File: config.mk
export PLATFORM = sky130hd
export DESIGN_NAME = seg_mode_engine
export DESIGN_NICKNAME = d
export VERILOG_FILES = /design/src/rtl/seg_mode_pkg.sv /design/src/rtl/seg_buf_store.sv /design/src/rtl/seg_blink_div.sv /design/src/rtl/seg_pix_sel.sv /design/src/rtl/seg_mode_engine.sv
export SDC_FILE = /design/constraint.sdc
export NUM_CORES = 1
export LEC_CHECK = 0
export ABC_CLOCK_PERIOD_IN_PS = 2200
export BUFFER_PORTS_ARGS = -buffer_cell sky130_fd_sc_hd__buf_2
export CORE_MARGIN = 2
export CORE_UTILIZATION = 45
export CTS_BUF_LIST = sky130_fd_sc_hd__clkbuf_16
export CTS_CLUSTER_DIAMETER = 40
export DETAILED_ROUTE_END_ITERATION = 10
export GPL_ROUTABILITY_DRIVEN = 0
export GPL_TIMING_DRIVEN = 1
export PLACE_DENSITY = 0.68
export SYNTH_ARGS = -nofsm -noshare
export SYNTH_HDL_FRONTEND = slang
export SYNTH_SLANG_ARGS = --single-unit
File: constraint.sdc
create_clock -name clk -period 2.2 [get_ports clk]
set_input_delay 0.44 -clock clk [delete_from_list [all_inputs] [get_ports clk]]
set_output_delay 0.44 -clock clk [all_outputs]
set_load 0.1 [all_outputs]
File: src/rtl/seg_mode_pkg.sv
// Shared types for the segment display mode engine.
// Assumes: mode codes are fixed by the software-visible encoding.
package seg_mode_pkg;

    typedef enum logic [2:0] {
        DM_PASS     = 3'd0,
        DM_OFF      = 3'd1,
        DM_ON       = 3'd2,
        DM_BLINK    = 3'd3,
        DM_INV      = 3'd4,
        DM_INVBLINK = 3'd5,
        DM_HOLD     = 3'd6,
        DM_SWAP     = 3'd7
    } disp_mode_e;

endpackage

File: src/rtl/seg_buf_store.sv
// User and display pixel buffers.
// The user buffer takes masked writes at any cycle. The display buffer
// loads the pre-edge user buffer on a frame start unless the copy is blocked.
// Assumes: frame_start is a single-cycle pulse.
module seg_buf_store #(
    parameter int NUM_PIX = 16
) (
    input  logic               clk,
    input  logic               rst_n,
    input  logic               frame_start,
    input  logic               copy_block,
    input  logic               wr_en,
    input  logic [NUM_PIX-1:0] wr_mask,
    input  logic [NUM_PIX-1:0] wr_data,
    output logic [NUM_PIX-1:0] usr_buf,
    output logic [NUM_PIX-1:0] disp_buf
);

    // Masked write into the user buffer.
    always_ff @(posedge clk) begin
        if (!rst_n)
            usr_buf <= '0;
        else if (wr_en)
            usr_buf <= (usr_buf & ~wr_mask) | (wr_data & wr_mask);
    end

    // Frame-start transfer from the user buffer to the display buffer.
    always_ff @(posedge clk) begin
        if (!rst_n)
            disp_buf <= '0;
        else if (frame_start && !copy_block)
            disp_buf <= usr_buf;
    end

    AST_DISP_ONLY_AT_FRAME: assert property (@(posedge clk) disable iff (!rst_n)
        !frame_start |=> $stable(disp_buf));
    AST_DISP_BLOCKED: assert property (@(posedge clk) disable iff (!rst_n)
        (frame_start && copy_block) |=> $stable(disp_buf));
    AST_USR_UNMASKED_KEEP: assert property (@(posedge clk) disable iff (!rst_n)
        !wr_en |=> $stable(usr_buf));

endmodule

File: src/rtl/seg_blink_div.sv
// Blink-rate divider. It counts frame-end pulses and toggles the blink
// phase on the (N+1)-th one, where N is the active blink code.
// Assumes: a code lowered below the running count wraps at the next frame end.
module seg_blink_div #(
    parameter int BLINK_W = 8
) (
    input  logic               clk,
    input  logic               rst_n,
    input  logic               frame_end,
    input  logic [BLINK_W-1:0] blink_lim,
    output logic               phase
);

    logic [BLINK_W-1:0] fe_cnt;

    // Frame-end counter and phase toggle.
    always_ff @(posedge clk) begin
        if (!rst_n) begin
            fe_cnt <= '0;
            phase  <= 1'b0;
        end else if (frame_end) begin
            if (fe_cnt >= blink_lim) begin
                fe_cnt <= '0;
                phase  <= ~phase;
            end else begin
                fe_cnt <= fe_cnt + 1'b1;
            end
        end
    end

    AST_PHASE_ON_FRAME_END: assert property (@(posedge clk) disable iff (!rst_n)
        !frame_end |=> $stable(phase));
    AST_FAST_BLINK: assert property (@(posedge clk) disable iff (!rst_n)
        (frame_end && blink_lim == '0) |=> (phase != $past(phase)));

endmodule

File: src/rtl/seg_pix_sel.sv
// Per-frame pixel selection. It applies the active display mode to the
// buffers and the blink phase, and registers the result.
// Assumes: the mode is held stable across a frame by the caller.
module seg_pix_sel #(
    parameter int NUM_PIX = 16
) (
    input  logic                     clk,
    input  logic                     rst_n,
    input  seg_mode_pkg::disp_mode_e mode,
    input  logic                     phase,
    input  logic [NUM_PIX-1:0]       usr_buf,
    input  logic [NUM_PIX-1:0]       disp_buf,
    output logic [NUM_PIX-1:0]       pix_q
);
    import seg_mode_pkg::*;

    logic [NUM_PIX-1:0] pix_d;

    // Mode decode of the next pixel vector.
    always_comb begin
        unique case (mode)
            DM_PASS, DM_HOLD: pix_d = disp_buf;
            DM_OFF:           pix_d = '0;
            DM_ON:            pix_d = '1;
            DM_BLINK:         pix_d = phase ? '0 : disp_buf;
            DM_INV:           pix_d = ~disp_buf;
            DM_INVBLINK:      pix_d = phase ? '0 : ~disp_buf;
            DM_SWAP:          pix_d = phase ? disp_buf : usr_buf;
            default:          pix_d = disp_buf;
        endcase
    end

    // Output register.
    always_ff @(posedge clk) begin
        if (!rst_n)
            pix_q <= '0;
        else
            pix_q <= pix_d;
    end

    AST_INV_MODE: assert property (@(posedge clk) disable iff (!rst_n)
        (mode == DM_INV) |=> (pix_q == ~$past(disp_buf)));
    AST_SWAP_USER: assert property (@(posedge clk) disable iff (!rst_n)
        (mode == DM_SWAP && !phase) |=> (pix_q == $past(usr_buf)));

endmodule

File: src/rtl/seg_mode_engine.sv
// Segment display mode engine (top). It latches the mode and blink codes
// at frame start, and ties together the buffers, the blink divider and the
// pixel selector.
// Assumes: frame_start and frame_end are single-cycle pulses in clk.
module seg_mode_engine #(
    parameter int NUM_PIX = 16,
    parameter int BLINK_W = 8
) (
    input  logic               clk,
    input  logic               rst_n,
    input  logic               frame_start,
    input  logic               frame_end,
    input  logic               usr_wr_en,
    input  logic [NUM_PIX-1:0] usr_wr_mask,
    input  logic [NUM_PIX-1:0] usr_wr_data,
    input  logic [2:0]         mode_sel,
    input  logic [BLINK_W-1:0] blink_sel,
    output logic [NUM_PIX-1:0] pix_out,
    output logic               blink_phase
);
    import seg_mode_pkg::*;

    disp_mode_e         act_mode;
    logic [BLINK_W-1:0] act_blink;
    logic [NUM_PIX-1:0] usr_buf;
    logic [NUM_PIX-1:0] disp_buf;
    logic               copy_block;

    assign copy_block = (disp_mode_e'(mode_sel) == DM_HOLD);

    // Frame-start latch of the mode and blink codes.
    always_ff @(posedge clk) begin
        if (!rst_n) begin
            act_mode  <= DM_PASS;
            act_blink <= '0;
        end else if (frame_start) begin
            act_mode  <= disp_mode_e'(mode_sel);
            act_blink <= blink_sel;
        end
    end

    seg_buf_store #(.NUM_PIX(NUM_PIX)) u_bufs (
        .clk         (clk),
        .rst_n       (rst_n),
        .frame_start (frame_start),
        .copy_block  (copy_block),
        .wr_en       (usr_wr_en),
        .wr_mask     (usr_wr_mask),
        .wr_data     (usr_wr_data),
        .usr_buf     (usr_buf),
        .disp_buf    (disp_buf)
    );

    seg_blink_div #(.BLINK_W(BLINK_W)) u_blink (
        .clk       (clk),
        .rst_n     (rst_n),
        .frame_end (frame_end),
        .blink_lim (act_blink),
        .phase     (blink_phase)
    );

    seg_pix_sel #(.NUM_PIX(NUM_PIX)) u_sel (
        .clk      (clk),
        .rst_n    (rst_n),
        .mode     (act_mode),
        .phase    (blink_phase),
        .usr_buf  (usr_buf),
        .disp_buf (disp_buf),
        .pix_q    (pix_out)
    );

    AST_MODE_HELD_IN_FRAME: assert property (@(posedge clk) disable iff (!rst_n)
        !frame_start |=> $stable(act_mode));
    AST_FORCE_OFF: assert property (@(posedge clk) disable iff (!rst_n)
        (act_mode == DM_OFF) |=> (pix_out == '0));
    AST_FORCE_ON: assert property (@(posedge clk) disable iff (!rst_n)
        (act_mode == DM_ON) |=> (pix_out == '1));

endmodule

==> run metrics, run 1 <==
Sw Pwr=0.965 mW; layout cell share with drive strength beyond 1=19.8%; Avg Inst Size Synth=8.41 um2; Inserted Clock Buffers=9; H-tree levels=3; die width=91.8 um; minimum clock period=1790 ps; met3 usage=5.01%; Pleak=1.69 nW; drt initial violations=201; sequential area share after synthesis=39.3%; design area=4130 um2; setup TNS=0 ps; Final #Nets=522; Hold Crit Class=in -> reg; Inserted Diodes=0; vias in the first global route=2742; Die Y=91.8 um; Hold Crit Depth=3; delay-heaviest family, CP=flip-flops; Reg2Reg Depth=7; Cell variety after synth=33; Clock Path Buffers=2; setup bufs post-CTS=0; die area=8420 um2; crit path buf inv count=1; dpl hpwl=5.15 mm; internal power=2.24 mW; Worst-Skew Late Latency=330 ps; Boundary Pins=65; Final Hold Violating Endpoints=0; power per cell area=775 nW/um2; worst path cell trace=buf_2; kind of critical path=reg -> out; CP Depth=1; M2 GR Usage=29.0%; largest net degree at the start of global routing=63; row cnt=32; most used routing layer=met2; required time of the critical path=1760 ps; antenna-violating nets left=0; P&R area growth vs syn=19.2%; crit-path max cell delay=520 ps; most frequent cells in the layout=dfxtp_1 (68), buf_2 (64), nand2_1 (41); RSZ-0062 raised after global routing=no; Mapped Cells=412; total number of vias=3037; #FFs+latches synth=68; PortBufs=64; Starting Density=45.6%; DRC viols=0; Slew Limit Headroom=63.8%; Post-CTS Hold Buffers=0; DRT Pass-1 Iters=5; Setup crit end kind=output port; worst-case clock skew=8.65 ps; routed wire length=7.53 mm; Root Driver=clkbuf_16; Synth top area share=39.3%; initial antenna violation count=0; Num Clock Sinks=68; Max Slew Vio Count=0; status=complete, no violations; CTS resizes=0; Ys Warns=0; CP Data Arrival Time=1350 ps; Max rail drop VDD=0.443 mV; mapped cell area=3470 um2; clock share of power=40.2%; first-pass GRT wire length=12.6 mm; clock-pin slew on the worst setup and hold paths=60 ps; vias per inst=5.31; Max-Cap Viols=0; most common cell after layout, fill and taps aside=dfxtp_1; slew at the pin closest to its max-slew limit=541 ps; met1 Use GR=25.3%; final setup violation count=0; GRT overflow=0; CTS tree=yes; Synth area leaders=dfxtp_1 (39%), mux2i_1 (8.4%), a21boi_0 (6.5%); Total GRT Usage=18.6%; Logic pwr share=18.0%; Synthesized Nets=469; Placeable Area=7610 um2; switching part of the total=30.1%; Post-DP Area=3860 um2; Max FO, Critical Path=9; wire per inst=13.2 um; Critical Path Slowest Stage Cell=dfxtp_1; register share of total power=41.8%; FMAX=559 MHz; period utilization=81.3%; CP Launch Type=flop; Synth area leader=dfxtp_1
## area by class of cell
type | count | area [um2]
clock buffer | 9 | 225
clock inverter | 7 | 43.8
fill | 724 | 3480
inverter | 10 | 37.5
multi-input combinational | 303 | 1940
sequential | 68 | 1360
tap | 102 | 128
timing repair buffer | 73 | 400
## cell families after synthesis
logic type               count (synthesis)  synth area share (%)
AND/OR/NAND/NOR                        125                  17.0
adder cells (fa/ha/maj)                  9                  3.25
XOR/XNOR                                 7                  1.77
flip-flops                              68                  39.3
multiplexers                            29                  8.38
buffers and inverters                   41                  4.87
AO/OA/AOI/OAI                          133                  25.4
## final timing paths
kind                                      start       endpoint  slack, ps
worst max-delay path              u_blink.phase    blink_phase        410
worst min-delay path            usr_wr_data[15]           flop        370
worst max register to register     act_blink[1]  u_blink.phase        490
worst min register to register             flop           flop        480
## Yosys cell counts (all sizes together)
cell type  instances
a211oi             1
a21boi            30
a21oi             33
a221oi             1
a22o              14
a31o               1
buf               11
clkbuf            20
dfxtp             68
ha                 9
inv               10
mux2i             29
nand2             42
nand2b             4
nand3             21
nand3b             1
nand4              2
nor2              25
nor2b             28
nor3               1
o211a              1
o211ai            15
o21ai             33
o21bai             1
o221ai             1
o311ai             1
o31ai              1
or2                1
xnor2              3
xor2               4
## power by group through the flow
stage | clock [mW] | sequential [mW] | combinational (mW)
floorplan | 0 | 1.52 | 0.278
global placement | 0 | 1.36 | 0.565
detailed placement | 0 | 1.37 | 0.575
CTS | 1.32 | 1.34 | 0.578
global route | 1.38 | 1.35 | 0.626
finish | 1.29 | 1.34 | 0.576
## per-stage QoR
| step | util (%) | instances | worst slack, ps | power, mW | hold slack, ps |
|---|---|---|---|---|---|
| after CTS | 54.3 | 572 | 399 | 3.23 | 360 |
| after floorplan | - | 412 | 333 | 1.80 | 456 |
| after detailed placement | 50.8 | 556 | 497 | 1.94 | 477 |
| final | 54.3 | 572 | 411 | 3.20 | 368 |
| after global placement | 50.8 | 556 | 536 | 1.93 | 472 |
| after global routing | 54.3 | 572 | 349 | 3.35 | 364 |
## routing by layer
layer	part of all wire, %	vias to the layer above
met5	0	-
met4	0.58	0
met3	5.8	7
met2	44	81
met1	50	1386
li1	-	1563
Power figures use the tool's default switching activity.
==> inputs of run 2 (changes only) <==
--- a/config.mk
+++ b/config.mk
@@ -5,7 +5,8 @@
 export SDC_FILE = /design/constraint.sdc
 export NUM_CORES = 1
 export LEC_CHECK = 0
-export ABC_CLOCK_PERIOD_IN_PS = 2200
+export ABC_AREA = 1
+export ABC_CLOCK_PERIOD_IN_PS = 1800
 export BUFFER_PORTS_ARGS = -buffer_cell sky130_fd_sc_hd__buf_2
 export CORE_MARGIN = 2
 export CORE_UTILIZATION = 45
@@ -14,7 +15,7 @@
 export DETAILED_ROUTE_END_ITERATION = 10
 export GPL_ROUTABILITY_DRIVEN = 0
 export GPL_TIMING_DRIVEN = 1
-export PLACE_DENSITY = 0.68
+export PLACE_DENSITY = 0.69
 export SYNTH_ARGS = -nofsm -noshare
 export SYNTH_HDL_FRONTEND = slang
 export SYNTH_SLANG_ARGS = --single-unit
==> constraint.sdc (replaced) <==
create_clock -name clk -period 1.8 [get_ports clk]
set_input_delay 0.36 -clock clk [delete_from_list [all_inputs] [get_ports clk]]
set_output_delay 0.36 -clock clk [all_outputs]
set_load 0.1 [all_outputs]
==> run 2 against run 1 <==
Routed wire length fell by 18%; highest routed layer unchanged; clock-buffer cell count is the same; area after synthesis fell by 17%; critical path type is now reg -> reg; non-clock buffer count fell by 5; utilization up 1.3 points; sequential share of layout area grew 6.1 points; critical path depth increased by 10; largest power group unchanged.
==> run metrics, run 2 <==
most frequent cells in the layout=a21oi_1 (76), dfxtp_1 (67), buf_2 (64); Hold Crit Class=in -> reg; largest net degree at the start of global routing=33 (-48%); Final #Nets=497 (-4.8%); Slew Limit Headroom=61.6% (-2.2 points); DRT Pass-1 Iters=4 (-1); required time of the critical path=2010 ps (+250 ps); Inserted Clock Buffers=9 (unchanged); Total GRT Usage=18.5% (-0.044 points); sequential area share after synthesis=47.3% (+8.0 points); Post-CTS Hold Buffers=0 (unchanged); min-delay src=blink_sel[0]; routed wire length=6.20 mm (-18%); Filler Cells Inserted=612 (-15%); Synth area leader=dfxtp_1; final setup violation count=0 (unchanged); most common cell after layout, fill and taps aside=a21oi_1; Ys Warns=0 (unchanged); FFs w/ async S/R, synth=0% (unchanged); multi-input logic area=1240 um2 (-36%); Max rail drop VDD=0.707 mV (+59%); commonest cells in the netlist=a21oi_1 (76), dfxtp_1 (68), nand2_1 (57); setup TNS=0 ps (unchanged); Starting Density=45.8% (+0.26 points); CP Launch Type=flop; Setup crit end kind=flop; register area=1360 um2 (about the same); Final Hold Violating Endpoints=0 (unchanged); die area=7050 um2 (-16%); number of flops mapped to enable cells by yosys=0 (unchanged); worst-case clock skew=4.96 ps (-3.69 ps); Num Clock Sinks=68 (unchanged); Max Slew Vio Count=0 (unchanged); P&R area growth vs syn=21.4%; Synth area leaders=dfxtp_1 (47%), a21oi_1 (13%), o21ai_0 (9.2%); vias in the first global route=2357 (-14%); FMAX=666 MHz; top_reg_cell synth=dfxtp_1; Placeable Area=6280 um2 (-17%); setup bufs post-CTS=0 (unchanged); R2R Setup Slk=300 ps (-190 ps); worst r2r src=u_blink.fe_cnt[0]; drt initial violations=150 (-25%); GRT overflow=0 (unchanged); Reg2Reg Depth=11 (+4); die width=84.0 um (-8.5%); CTS tree=yes; DRC viols=0 (unchanged); H-tree levels=3 (unchanged); Synth top area share=47.3% (+8.0 points); minimum clock period=1500 ps; Inserted Diodes=0 (unchanged); #FFs+latches synth=68 (unchanged); Critical R2R Capture=u_blink.fe_cnt[3]; layout cell share with drive strength beyond 1=19.4% (-0.37 points); wire per inst=11.9 um (-9.5%); Boundary Pins=65 (unchanged); kind of critical path=reg -> reg; Pleak=1.54 nW (-9.0%); first-pass GRT wire length=10.5 mm (-17%); vias per inst=4.96 (-6.7%); mapped cell area=2880 um2 (-17%); status=complete, no violations; Avg Inst Size Synth=7.61 um2 (-9.5%); Clock Path Buffers=2 (unchanged); Worst-Skew Late Latency=330 ps (about the same); PortBufs=64 (unchanged); Cell variety after synth=24 (-27%); antenna-violating nets left=0 (unchanged); slew at the pin closest to its max-slew limit=575 ps (+34.2 ps); Root Driver=clkbuf_16; power per cell area=1100 nW/um2 (+42%); Max-Cap Viols=0 (unchanged); Mapped Cells=378 (-8.3%); clock-pin slew on the worst setup and hold paths=50 ps (about the same); Cells after DPL=506 (-9.0%); RSZ-0062 raised after global routing=no; total number of vias=2577 (-15%); dpl hpwl=4.21 mm (-18%); row cnt=29 (-9.4%); Non-Filler Instances=520 (-9.1%); Synthesized Nets=435 (-7.2%); count leader, synth=a21oi_1; Hold Crit Depth=3 (unchanged); CTS resizes=0 (unchanged); period utilization=83.4%; initial antenna violation count=0 (unchanged); Max FO, Critical Path=8 (-1); Endpoint, Worst Hold=act_blink[0]; Die Y=84.0 um (-8.5%); CP Data Arrival Time=1710 ps (+360 ps)
run 2: how the worst max path moves through the flow:
stage,end,cells after the start,slack [ps],from
after floorplan,u_sel.pix_q[0],5,240,u_blink.phase
after global placement,u_blink.fe_cnt[4],11,340,u_blink.fe_cnt[0]
after detailed placement,u_blink.fe_cnt[7],11,310,u_blink.fe_cnt[0]
after CTS,u_sel.pix_q[7],4,290,act_mode[1]
after global routing,u_blink.fe_cnt[5],10,100,u_blink.fe_cnt[3]
final,u_blink.fe_cnt[3],11,300,u_blink.fe_cnt[0]
run 2: cells by family (layout without fill, tap and decap cells):
kind of cell | after synthesis | after routing | share of synthesized area [%]
AOI/OAI and AO/OA | 138 | 138 | 24.8
buffers and inverters | 70 | 135 | 9.70
adders and majority gates | 9 | 9 | 3.91
muxes | 1 | 1 | 0.348
xor gates and xnor gates | 6 | 6 | 1.83
and+or+nand+nor | 86 | 86 | 12.1
DFF | 68 | 68 | 47.3
run 2: routing by layer:
layer / global-route usage, % / vias up / wire length (um)
li1: - / 1365 / -
met1: 23.3 / 1136 / 3070
met2: 30.0 / 67 / 2770
met3: 4.35 / 9 / 268
met4: 8.80 / 0 / 88
met5: 0 / - / 0
run 2: cell type report:
cell class | instances | share of cell area, %
flip-flops and latches | 68 | 39.0
multi-input cells | 240 | 35.4
repair buffers | 68 | 10.0
clock buffers | 9 | 6.45
inverters | 53 | 5.70
well taps | 77 | 2.76
clock inverters | 5 | 0.609
run 2: critical path, stage by stage (launching register included):
cell and delay, ps:
dfxtp_1 380, inv_1 60, ha_1 260, nand2_1 40, nor2_1 80, nor2_1 50, nand2_1 50, nand2_1 50
nand2_1 90, nand2_1 50, nand2_1 210, nor2_1 60
run 2: report_power, final:
group          switching [mW]  total, mW  internal (mW)
registers              0.0500       1.67           1.62
logic                   0.517      0.695          0.178
clock network           0.585       1.48          0.894
total                    1.15       3.84           2.69
run 2: per-stage QoR:
step                      setup slack, ps  power (mW)  hold WS [ps]  cell area [um2]  util (%)
final                                 299        3.84           271             3490      55.6
after global placement                340        2.38           449             3240      51.7
after CTS                             291        3.87           271             3490      55.6
after detailed placement              310        2.39           454             3240      51.7
after floorplan                       238        2.24           435             2880         -
after global routing                 99.7        4.01           289             3490      55.6
